`config.mk`:
```
export PLATFORM = sky130hd
export DESIGN_NAME = dual_alarm_cmp
export DESIGN_NICKNAME = d
export VERILOG_FILES = /design/src/rtl/dual_alarm_pkg.sv /design/src/rtl/alarm_ctrl.sv /design/src/rtl/alarm_datapath.sv /design/src/rtl/dual_alarm_cmp.sv
export SDC_FILE = /design/constraint.sdc
export NUM_CORES = 1
export LEC_CHECK = 0
export ABC_AREA = 0
export BUFFER_PORTS_ARGS = -buffer_cell sky130_fd_sc_hd__buf_2
export CORE_MARGIN = 5
export CORE_UTILIZATION = 34
export DETAILED_ROUTE_END_ITERATION = 6
export GPL_TIMING_DRIVEN = 1
export PLACE_DENSITY_LB_ADDON = 0.08
export SYNTH_ARGS = -nofsm -noshare
export SYNTH_HDL_FRONTEND = slang
export SYNTH_SLANG_ARGS = --single-unit
```
`constraint.sdc`:
```
create_clock -name clk -period 3.5 [get_ports clk]
set_input_delay 0 -clock clk [delete_from_list [all_inputs] [get_ports clk]]
set_output_delay 0 -clock clk [all_outputs]
set_load 0.01 [all_outputs]
```
`src/rtl/dual_alarm_pkg.sv`:
```
package dual_alarm_pkg;

  localparam int ADR_WK_MIN  = 0;
  localparam int ADR_WK_HOUR = 1;
  localparam int ADR_WK_DAYS = 2;
  localparam int ADR_DY_MIN  = 3;
  localparam int ADR_DY_HOUR = 4;
  localparam int ADR_CTRL    = 5;
  localparam int ADR_CLR     = 6;

  localparam int ALARM_N = 2;
  localparam int IDX_WK  = 0;
  localparam int IDX_DY  = 1;

  typedef struct packed {
    logic ldWkMin;
    logic ldWkHour;
    logic ldWkDays;
    logic ldDyMin;
    logic ldDyHour;
    logic ldCtrl;
    logic [ALARM_N-1:0] clr;
    logic eval;
  } alarm_strobe_t;

endpackage

```
`src/rtl/alarm_ctrl.sv`:
```
module alarm_ctrl
  import dual_alarm_pkg::*;
#(
  parameter int ADDR_W = 3,
  parameter int DATA_W = 8
) (
  input  logic              regWrEn,
  input  logic [ADDR_W-1:0] regAddr,
  input  logic [DATA_W-1:0] regWrData,
  input  logic              minTick,
  output alarm_strobe_t     strobe
);

  function automatic logic hitAddr(input logic [ADDR_W-1:0] a, input int target);
    return a == ADDR_W'(target);
  endfunction

  always_comb begin
    strobe          = '0;
    strobe.eval     = minTick;
    strobe.ldWkMin  = regWrEn && hitAddr(regAddr, ADR_WK_MIN);
    strobe.ldWkHour = regWrEn && hitAddr(regAddr, ADR_WK_HOUR);
    strobe.ldWkDays = regWrEn && hitAddr(regAddr, ADR_WK_DAYS);
    strobe.ldDyMin  = regWrEn && hitAddr(regAddr, ADR_DY_MIN);
    strobe.ldDyHour = regWrEn && hitAddr(regAddr, ADR_DY_HOUR);
    strobe.ldCtrl   = regWrEn && hitAddr(regAddr, ADR_CTRL);
    for (int i = 0; i < ALARM_N; i++) begin
      strobe.clr[i] = regWrEn && hitAddr(regAddr, ADR_CLR) && regWrData[i];
    end
  end

endmodule

```
`src/rtl/alarm_datapath.sv`:
```
module alarm_datapath
  import dual_alarm_pkg::*;
#(
  parameter int DATA_W = 8,
  parameter int MIN_W  = 7,
  parameter int HOUR_W = 6,
  parameter int DAY_W  = 3,
  parameter int DAY_N  = 7
) (
  input  logic               clk,
  input  logic               rstN,
  input  alarm_strobe_t      strobe,
  input  logic [DATA_W-1:0]  wrData,
  input  logic [DAY_W-1:0]   curDay,
  input  logic [HOUR_W-1:0]  curHour,
  input  logic [MIN_W-1:0]   curMin,
  output logic [ALARM_N-1:0] flag
);

  logic [MIN_W-1:0]   wkMin, dyMin;
  logic [HOUR_W-1:0]  wkHour, dyHour;
  logic [DAY_N-1:0]   wkDays;
  logic [ALARM_N-1:0] enable;
  logic [ALARM_N-1:0] hit;
  logic               dayHit;

  always_ff @(posedge clk or negedge rstN) begin
    if (!rstN) begin
      wkMin  <= '0;
      wkHour <= '0;
      wkDays <= '0;
      dyMin  <= '0;
      dyHour <= '0;
      enable <= '0;
    end else begin
      if (strobe.ldWkMin)  wkMin  <= wrData[MIN_W-1:0];
      if (strobe.ldWkHour) wkHour <= wrData[HOUR_W-1:0];
      if (strobe.ldWkDays) wkDays <= wrData[DAY_N-1:0];
      if (strobe.ldDyMin)  dyMin  <= wrData[MIN_W-1:0];
      if (strobe.ldDyHour) dyHour <= wrData[HOUR_W-1:0];
      if (strobe.ldCtrl)   enable <= wrData[ALARM_N-1:0];
    end
  end

  always_comb begin
    dayHit = 1'b0;
    for (int d = 0; d < DAY_N; d++) begin
      if (curDay == DAY_W'(d)) dayHit = wkDays[d];
    end
  end

  assign hit[IDX_WK] = dayHit && (curHour == wkHour) && (curMin == wkMin);
  assign hit[IDX_DY] = (curHour == dyHour) && (curMin == dyMin);

  for (genvar i = 0; i < ALARM_N; i++) begin : g_flag
    always_ff @(posedge clk or negedge rstN) begin
      if (!rstN) begin
        flag[i] <= 1'b0;
      end else if (strobe.ldCtrl && !wrData[i]) begin
        flag[i] <= 1'b0;
      end else if (strobe.eval && enable[i] && hit[i]) begin
        flag[i] <= 1'b1;
      end else if (strobe.clr[i]) begin
        flag[i] <= 1'b0;
      end
    end
  end

endmodule

```
`src/rtl/dual_alarm_cmp.sv`:
```
module dual_alarm_cmp
  import dual_alarm_pkg::*;
#(
  parameter int ADDR_W = 3,
  parameter int DATA_W = 8,
  parameter int MIN_W  = 7,
  parameter int HOUR_W = 6,
  parameter int DAY_W  = 3,
  parameter int DAY_N  = 7
) (
  input  logic              clk,
  input  logic              rstN,
  input  logic              regWrEn,
  input  logic [ADDR_W-1:0] regAddr,
  input  logic [DATA_W-1:0] regWrData,
  input  logic              minTick,
  input  logic [DAY_W-1:0]  curDay,
  input  logic [HOUR_W-1:0] curHour,
  input  logic [MIN_W-1:0]  curMin,
  output logic              weeklyFlag,
  output logic              dailyFlag,
  output logic              intWeeklyN,
  output logic              intDailyN
);

  alarm_strobe_t      strobe;
  logic [ALARM_N-1:0] flag;

  alarm_ctrl #(.ADDR_W(ADDR_W), .DATA_W(DATA_W)) u_ctrl (
    .regWrEn   (regWrEn),
    .regAddr   (regAddr),
    .regWrData (regWrData),
    .minTick   (minTick),
    .strobe    (strobe)
  );

  alarm_datapath #(
    .DATA_W(DATA_W), .MIN_W(MIN_W), .HOUR_W(HOUR_W), .DAY_W(DAY_W), .DAY_N(DAY_N)
  ) u_dp (
    .clk     (clk),
    .rstN    (rstN),
    .strobe  (strobe),
    .wrData  (regWrData),
    .curDay  (curDay),
    .curHour (curHour),
    .curMin  (curMin),
    .flag    (flag)
  );

  assign weeklyFlag = flag[IDX_WK];
  assign dailyFlag  = flag[IDX_DY];
  assign intWeeklyN = ~flag[IDX_WK];
  assign intDailyN  = ~flag[IDX_DY];

endmodule

```
Word-level counts from Yosys, hierarchy flattened --
Cells that the tools add are included.
Word-level totals: output and inout bits 4, register bits after elaboration 37, word-level logic and storage cells 63
Cells by class: eq/ne operators 16, reduce and logical (&&, ||, !) cells 24, muxes and demuxes 13, bitwise gates (word level) 2
Operators with widths (count):
- 3-bit == test (second input constant) | 6
- 1-bit logical AND | 18
- 7-bit == test | 2
- 1-bit two-way mux | 13
- 3-bit by 2-bit == test with 1-bit output (second input constant) | 4
- 6-bit == test | 2
- 3-bit by 1-bit == test with 1-bit output (second input constant) | 2
- 3-bit zero test | 2
- 3-bit nonzero test | 2
- 1-bit zero test | 2
- 1-bit NOT | 2

Longest topological paths before layout --
Gate-level depths: netlist of run 1.
depth after elaboration 13, gate-level depth with buffers 5, gate-level depth less buffers 4

Cells and area by module --
A second synthesis of run 1 with hierarchy kept.
Unflattened totals: cells, all modules 146, area total of the unflattened synthesis 1834.3 sq um
By module, submodules not included:
- alarm_datapath | times used 1, area an instance 1747.9 sq um, seq. area each 925.9 sq um, cells each 130
- alarm_ctrl | times used 1, area an instance 78.8 sq um, seq. area each 0.0 sq um, cells each 14
- dual_alarm_cmp | times used 1, area an instance 7.5 sq um, seq. area each 0.0 sq um, cells each 2

Worst setup path before layout of run 1 --
No wires, ideal clock.
path type reg2reg, from register u_dp.wkDays[5], to register u_dp.flag[0], cell stages (with the launch flop) 4, slack 2.134 ns, arrival time 1.243 ns, path buffers 0, library setup time 0.123 ns, cell sequence dfrtp_1 > mux4_2 > mux2_2 > o221a_1
On the way: cells in the longest elaborated chain, start to end 7, elaborated cells on any way between the ends 8, those cells by class 4 x mux; 4 x reduce/logical
Ends and longest elaborated chain:
- start, declared | line alarm_datapath.sv:22 | logic [DAY_N-1:0] wkDays;
- start signal, assigned | line alarm_datapath.sv:38 | if (strobe.ldWkDays) wkDays <= wrData[DAY_N-1:0];
- 1-bit two-way mux * (2 in a row) | line alarm_datapath.sv:48 | if (curDay == DAY_W'(d)) dayHit = wkDays[d];
- 1-bit logical AND * (2 in a row) | line alarm_datapath.sv:52 | assign hit[IDX_WK] = dayHit && (curHour == wkHour) && (curMin == wkMin);
- 1-bit logical AND * | line alarm_datapath.sv:61 | end else if (strobe.eval && enable[i] && hit[i]) begin
- 1-bit two-way mux | line alarm_datapath.sv:61
- 1-bit two-way mux | line alarm_datapath.sv:59 | end else if (strobe.ldCtrl && !wrData[i]) begin
- end signal, assigned by index | line alarm_datapath.sv:58 | flag[i] <= 1'b0;
- end signal, assigned by index | line alarm_datapath.sv:60 | flag[i] <= 1'b0;
- end signal, assigned by index | line alarm_datapath.sv:62 | flag[i] <= 1'b1;
- end, declared | line alarm_datapath.sv:17 | output logic [ALARM_N-1:0] flag
Mark *: on every way between the ends. The rest lies on a longest branch, timed or not. A chain may end at the register's enable or synchronous reset.

Final worst setup path of run 1 --
from register u_dp.wkDays[4], to register u_dp.flag[0]
On the way: cells in the longest elaborated chain, start to end 8, elaborated cells on any way between the ends 9, those cells by class 5 x mux; 4 x reduce/logical
Ends and longest elaborated chain (line):
- 1-bit two-way mux * (3 in a row) | alarm_datapath.sv:48
- 1-bit logical AND * (2 in a row) | alarm_datapath.sv:52
- 1-bit logical AND * | alarm_datapath.sv:61
- 1-bit two-way mux | alarm_datapath.sv:61
- 1-bit two-way mux | alarm_datapath.sv:59
Marked as above.

==> reports/summary.log, run 1 <==
[status] status finished, final reports clean
[global_routing] via count of the first global-routing pass 1263
[final_layout] Multi-input gate area 878 µm²
[timing] final critical-path share of the clock period 40.8%
[worst_hold_path] class of the tightest hold or removal check input port to flip-flop
[routing] average via count per standard cell 4.82
[timing] Final Slew Violations 0
[die] die footprint 6920 µm²
[critical_path] Req. time, crit path 3.67 ns
[global_routing] global-route wire length before repair 6.65 mm
[timing] number of endpoints with negative hold slack in the final report 0
[place] number of buffers inserted by port buffering 33
[yosys] synthesized instance count 132
[timing] setup total negative slack 0 ns
[power] Sw Share 24.6%
[clock_tree] number of setup buffers added after CTS 0
[timing] Slew @ Worst Pin 0.838 ns
[critical_path] kind of start point of the critical path flip-flop
[timing] clock period minus worst slack 1.43 ns
[power] Pint 0.890 mW
[die] effective utilization at floorplan 35.2%
[yosys] Yosys warnings 0
[yosys] most area-consuming cells after synthesis dfrtp_1 51%, mux2_2 22%, xnor2_1 6.3%
[power] Pleak 0.948 nW
[place] detailed-placement wirelength estimate 3.05 mm
[timing] f_max 699 MHz
[yosys] Yosys reg bits 37
[critical_path] crit end category flip-flop
[routing] First-pass DRT Iterations 4
[yosys] number of flops mapped to enable cells by yosys 0
[routing] DR WL/cell 16.6 µm
[die] # IOs 35
[yosys] Async SR Flop Fraction 100%
[critical_path] Crit path arrival time 1.60 ns
[yosys] top post-synthesis cells by count 37 x dfrtp_1, 36 x mux2_2, 13 x xnor2_1, 13 x xor2_1, 4 x nor4_1
[routing] total detailed-routing wirelength 4.03 mm
[final_layout] Final #Nets 203
[yosys] average cell area after synthesis 13.8 µm²
[global_routing] total track usage 12.5%
[die] standard cell core area 5170 µm²
[yosys] syn nets 163
[yosys] Primary FF master, synth dfrtp_1
[global_routing] initial antenna violation count 0
[timing] Setup Viol. Count Final 0
[die] horizontal die dimension 83.2 µm
[power] net switching power 0.291 mW
[clock_tree] clock-pin slew of the registers on the worst-case setup and hold paths 0.07 ns
[timing] worst slew margin relative to its limit 44.2%
[routing] via total after detailed routing 1171
[final_layout] area of all placed cells without fillers 2200 µm²
[clock_tree] clock tree buffer depth 2
[routing] number of nets with antenna violations after detailed routing 0
[power] sequential share of power 48.5%
[yosys] Post-Syn Area 1820 µm²
[yosys] post-synth cell types 25
[final_layout] final core area utilization 42.5%
[clock_tree] source-to-sink clock delay at the later pin of the worst-skew pair 0.29 ns
[power] share of power burned in combinational logic 19.7%
[critical_path] largest driver fanout on the critical path 2
[final_layout] fill count 505
[routing] initial detailed-routing violation count 53
[final_layout] share of cells above drive strength 1 48.0%
[critical_path] critical path class flip-flop to flip-flop
[power] fraction of power consumed by the clock network 31.9%
[yosys] part of the Yosys area used for sequential elements 50.8%
[run] reported max-cap violation count 0
[global_routing] maximum number of pins on one net before global-route repair 38
[final_layout] antenna diode count 0
[yosys] top cell type's share of synthesized area 50.8%
[yosys] dominant cell by count in the synthesized netlist dfrtp_1
[die] Cell Rows 26
[routing] # DRC 0
[clock_tree] H-tree level count 2
[final_layout] area growth from synthesis to final layout 20.8%
[place] RD Place Congestion 0.730
[global_routing] GRT Residual Overflow 0
[timing] RSZ-0062 raised after global routing false
[clock_tree] TritonCTS clock tree yes
[power] P per Cell Area 536 nW/µm²
[die] vertical die dimension 83.2 µm
[clock_tree] number of sinks handled by clock tree synthesis 37
[clock_tree] TritonCTS buffer count 5
[yosys] Synth area leader dfrtp_1
[power] worst supply voltage drop on vdd 0.249 mV
[final_layout] storage element area 926 µm²
[clock_tree] CTS root buf clkbuf_8
[timing] worst clock skew 0.00415 ns
[place] Post-Place Cell Area 2060 µm²
kinds of logic (layout without fill, tap and decap cells):
family,count (synthesis),count (layout),synth area share (%)
buffers and inverters,4,45,0.961
XOR/XNOR,26,26,12.5
flip-flops,37,37,50.8
multiplexers,37,37,23.5
AO/OA/AOI/OAI,6,6,2.47
AND/OR/NAND/NOR,22,22,9.75
power by group through the flow:
stage	logic, mW	registers, mW	clock network, mW
global route	0.258	0.582	0.406
finish	0.232	0.572	0.376
detailed placement	0.235	0.581	0
CTS	0.238	0.573	0.390
global placement	0.230	0.576	0
floorplan	0.168	0.568	0
cells in the final DEF, fill, tap and decap left out, drive strengths merged:
cell,instances
dfrtp,37
mux2,36
buf,33
xnor2,13
xor2,13
clkbuf,7
nor4,4
nor3,4
a21oi,3
nand4,3
inv,2
nand4b,2
nand2,2
dlygate4sd3,2
nand2b,2
nor3b,2
and4b,1
nand3,1
o22a,1
mux4,1
and4bb,1
a41o,1
o221a,1
bufinv,1
per-layer routing:
metal	part of all wire (%)	GRT usage [%]	routed length, µm	vias to the layer above
met4	1.5	4.46	59	0
li1	-	-	-	558
met5	0	0	0	-
met1	48	16.3	1930	572
met3	5.7	4.46	229	7
met2	45	19.0	1820	34
cell type report:
type | count | area share [%]
Sequential cell | 37 | 42.1
Multi-Input combinational cell | 91 | 39.9
Timing Repair Buffer | 35 | 8.41
Tap cell | 70 | 3.98
Clock buffer | 7 | 3.92
Clock inverter | 1 | 1.36
Inverter | 2 | 0.341
through the flow:
step,worst slack [ns],power (mW),hold slack (ns),instances
after global routing,2.01,1.25,0.0123,243
after detailed placement,2.07,0.816,0.153,233
final,2.07,1.18,0.0190,243
after floorplan,2.13,0.736,-0.296,132
after CTS,2.06,1.20,0.0104,243
after global placement,2.08,0.806,0.137,233
path summary, 6_finish.rpt:
check	start	to	slack, ns	depth (start not counted)
setup / recovery	u_dp.wkDays[4]$_DFFE_PN0P_	u_dp.flag[0]$_DFFE_PN0P_	2.07	3
hold reg to reg	u_dp.wkDays[0]$_DFFE_PN0P_	u_dp.wkDays[0]$_DFFE_PN0P_	0.51	1
setup reg to reg	u_dp.wkDays[4]$_DFFE_PN0P_	u_dp.flag[0]$_DFFE_PN0P_	2.07	3
hold / removal	regWrData[2]	u_dp.wkHour[2]$_DFFE_PN0P_	0.02	2
min in group asynchronous	rstN	u_dp.dyHour[3]$_DFFE_PN0P_	0.35	2
max in group asynchronous	rstN	u_dp.dyHour[0]$_DFFE_PN0P_	2.62	2
state kept, by name, summed over array words and instances, names as in the netlist:
| signal | cells |
|---|---|
| u_dp.dyHour | 6 |
| u_dp.dyMin | 7 |
| u_dp.enable | 2 |
| u_dp.flag | 2 |
| u_dp.wkDays | 7 |
| u_dp.wkHour | 6 |
| u_dp.wkMin | 7 |
timing repair:
action | CTS | global route
gates resized for setup | 0 | 0
endpoints found under the hold margin | 40 | 0
hold buffers | 2 | 0
setup endpoints to repair | 0 | 0
worst max-delay path: stages (launching register included):
cell and delay, ns:
dfrtp_1 0.39, mux4_2 0.45, mux2_2 0.28, o221a_1 0.20
(Power assumes the default switching activity.)
==> inputs of run 2 (changes only) <==
- clock period: 3.5 -> 1.3 ns (I/O delays scaled with it)
==> reports/summary.log, run 2 (synthesized netlist as in run 1, its figures left out) <==
[status] status finished, violations left
[status] violations in the final reports negative setup slack
[timing] number of endpoints with negative hold slack in the final report 0
[routing] total detailed-routing wirelength 4.18 mm
[clock_tree] number of sinks handled by clock tree synthesis 37
[global_routing] global-route wire length before repair 6.83 mm
[critical_path] Req. time, crit path 1.47 ns
[critical_path] largest driver fanout on the critical path 2
[global_routing] total track usage 12.8%
[clock_tree] TritonCTS buffer count 5
[timing] Slew @ Worst Pin 0.473 ns
[power] P per Cell Area 1420 nW/µm²
[global_routing] GRT Residual Overflow 0
[timing] f_max 706 MHz
[die] vertical die dimension 83.2 µm
[clock_tree] source-to-sink clock delay at the later pin of the worst-skew pair 0.29 ns
[timing] clock period minus worst slack 1.42 ns
[final_layout] biggest registers after layout u_dp.dyMin: 7 flops, u_dp.wkDays: 7 flops, u_dp.wkMin: 7 flops
[routing] # DRC 0
[timing] worst slew margin relative to its limit 68.5%
[critical_path] slack of the worst reg-to-reg path -0.12 ns
[die] die footprint 6920 µm²
[final_layout] Final #Nets 209
[final_layout] commonest non-fill, non-tap cell in the layout dfrtp_1
[clock_tree] clock tree buffer depth 2
[routing] average via count per standard cell 4.78
[final_layout] share of cells above drive strength 1 51.4%
[clock_tree] TritonCTS clock tree yes
[place] detailed-placement wirelength estimate 3.20 mm
[place] number of buffers inserted by port buffering 33
[clock_tree] H-tree level count 2
[timing] Final Slew Violations 0
[power] worst supply voltage drop on vdd 0.648 mV
[critical_path] crit end category flip-flop
[run] reported max-cap violation count 0
[global_routing] via count of the first global-routing pass 1319
[clock_tree] CTS root buf clkbuf_8
[global_routing] maximum number of pins on one net before global-route repair 21
[critical_path] start of the worst register-to-register path u_dp.wkDays[5]$_DFFE_PN0P_
[critical_path] worst-case reg-to-reg path depth 3
[clock_tree] clock-pin slew of the registers on the worst-case setup and hold paths 0.08 ns
[timing] setup slack of the critical path after layout -0.117 ns
[global_routing] initial antenna violation count 0
[timing] setup total negative slack -0.118 ns
[final_layout] leading cell types in the layout, fill and taps excluded 37 x dfrtp_1, 36 x mux2_2, 33 x buf_2, 13 x xor2_1, 12 x xnor2_1
[worst_hold_path] HP Start regWrData[2]
[critical_path] end of the worst register-to-register path u_dp.flag[0]$_DFFE_PN0P_
[critical_path] kind of start point of the critical path flip-flop
[timing] final critical-path share of the clock period 109%
[power] Pleak 0.984 nW
[routing] DR WL/cell 16.8 µm
[worst_hold_path] hold path cells 2
[final_layout] antenna diode count 0
[critical_path] critical path class flip-flop to flip-flop
[worst_hold_path] class of the tightest hold or removal check input port to flip-flop
[die] Cell Rows 26
[die] horizontal die dimension 83.2 µm
[die] effective utilization at floorplan 35.2%
[worst_hold_path] Hold Path Sink u_dp.dyHour[2]$_DFFE_PN0P_
[routing] First-pass DRT Iterations 3
[timing] hold_ws 0.0234 ns
[die] # IOs 35
[timing] worst clock skew 0.0131 ns
[place] RD Place Congestion 0.736
[die] standard cell core area 5170 µm²
[timing] RSZ-0062 raised after global routing true
[routing] via total after detailed routing 1189
[timing] Setup Viol. Count Final 2
[routing] initial detailed-routing violation count 30
[critical_path] Crit path arrival time 1.58 ns
[routing] number of nets with antenna violations after detailed routing 0
[final_layout] area growth from synthesis to final layout 24.4%
[final_layout] fill count 509
[run 2: cell types whose count changed in the layout (fill, tap and decap cells not counted)]
cell,previous run,this run
xnor2_2,0,1
buf_4,0,6
nor4_2,0,2
nor4_1,4,2
xnor2_1,13,12
[run 2: power breakdown]
part | switching (mW) | total (mW) | internal [mW]
Sequential | 0.151 | 1.55 | 1.39
Combinational | 0.261 | 0.655 | 0.393
Clock | 0.403 | 1.03 | 0.626
Total | 0.815 | 3.23 | 2.41
[run 2: worst max-delay path: stages, from the launching register on]
cell	delay (ns)
dfrtp_1	0.38
mux4_2	0.46
mux2_2	0.27
o221a_1	0.20
[run 2: layout make-up]
class,count,area [µm²],area share (%)
inverter,2,7.51,0.331
tap,70,87.6,3.87
timing repair buffer,41,230,10.2
clock buffer,7,86.3,3.81
sequential,37,926,40.9
clock inverter,1,30.0,1.33
multi-input combinational,91,898,39.6
[run 2: stage by stage]
step / std cells / power, mW / setup WS (ns) / instance area (µm²) / utilization, %
after floorplan: 132 / 1.98 / -0.0661 / 1820 / -
after global placement: 239 / 2.19 / -0.0956 / 2110 / 40.8
after detailed placement: 239 / 2.21 / -0.115 / 2110 / 40.8
after CTS: 249 / 3.27 / -0.128 / 2260 / 43.7
after global routing: 249 / 3.41 / -0.160 / 2270 / 43.8
final: 249 / 3.23 / -0.117 / 2270 / 43.8
[run 2: repair_timing]
item,4_1_cts,5_1_grt
resized for setup,2,1
buffers inserted,0,0
gates cloned,0,0
endpoints found under the setup margin,2,2
endpoints found under the hold margin,22,0
hold buffers,2,0
pin swaps,1,2
[run 2: worst max path at each step]
stage	slack, ns	from	to
6_report	-0.12	u_dp.wkDays[5]$_DFFE_PN0P_	u_dp.flag[0]$_DFFE_PN0P_
5_1_grt	-0.16	u_dp.wkDays[5]$_DFFE_PN0P_	u_dp.flag[0]$_DFFE_PN0P_
4_1_cts	-0.13	u_dp.wkDays[5]$_DFFE_PN0P_	u_dp.flag[0]$_DFFE_PN0P_
3_5_place_dp	-0.12	u_dp.wkMin[0]$_DFFE_PN0P_	u_dp.flag[0]$_DFFE_PN0P_
3_3_place_gp	-0.1	u_dp.wkDays[5]$_DFFE_PN0P_	u_dp.flag[0]$_DFFE_PN0P_
2_1_floorplan	-0.07	u_dp.wkDays[5]$_DFFE_PN0P_	u_dp.flag[0]$_DFFE_PN0P_
[run 2: layer usage]
layer | global-route usage, % | up-vias | part of all wire [%]
met2 | 20.0 | 30 | 46
met3 | 4.16 | 5 | 4.7
met1 | 16.3 | 586 | 48
met4 | 4.90 | 0 | 1.1
li1 | - | 568 | -
met5 | 0 | - | 0
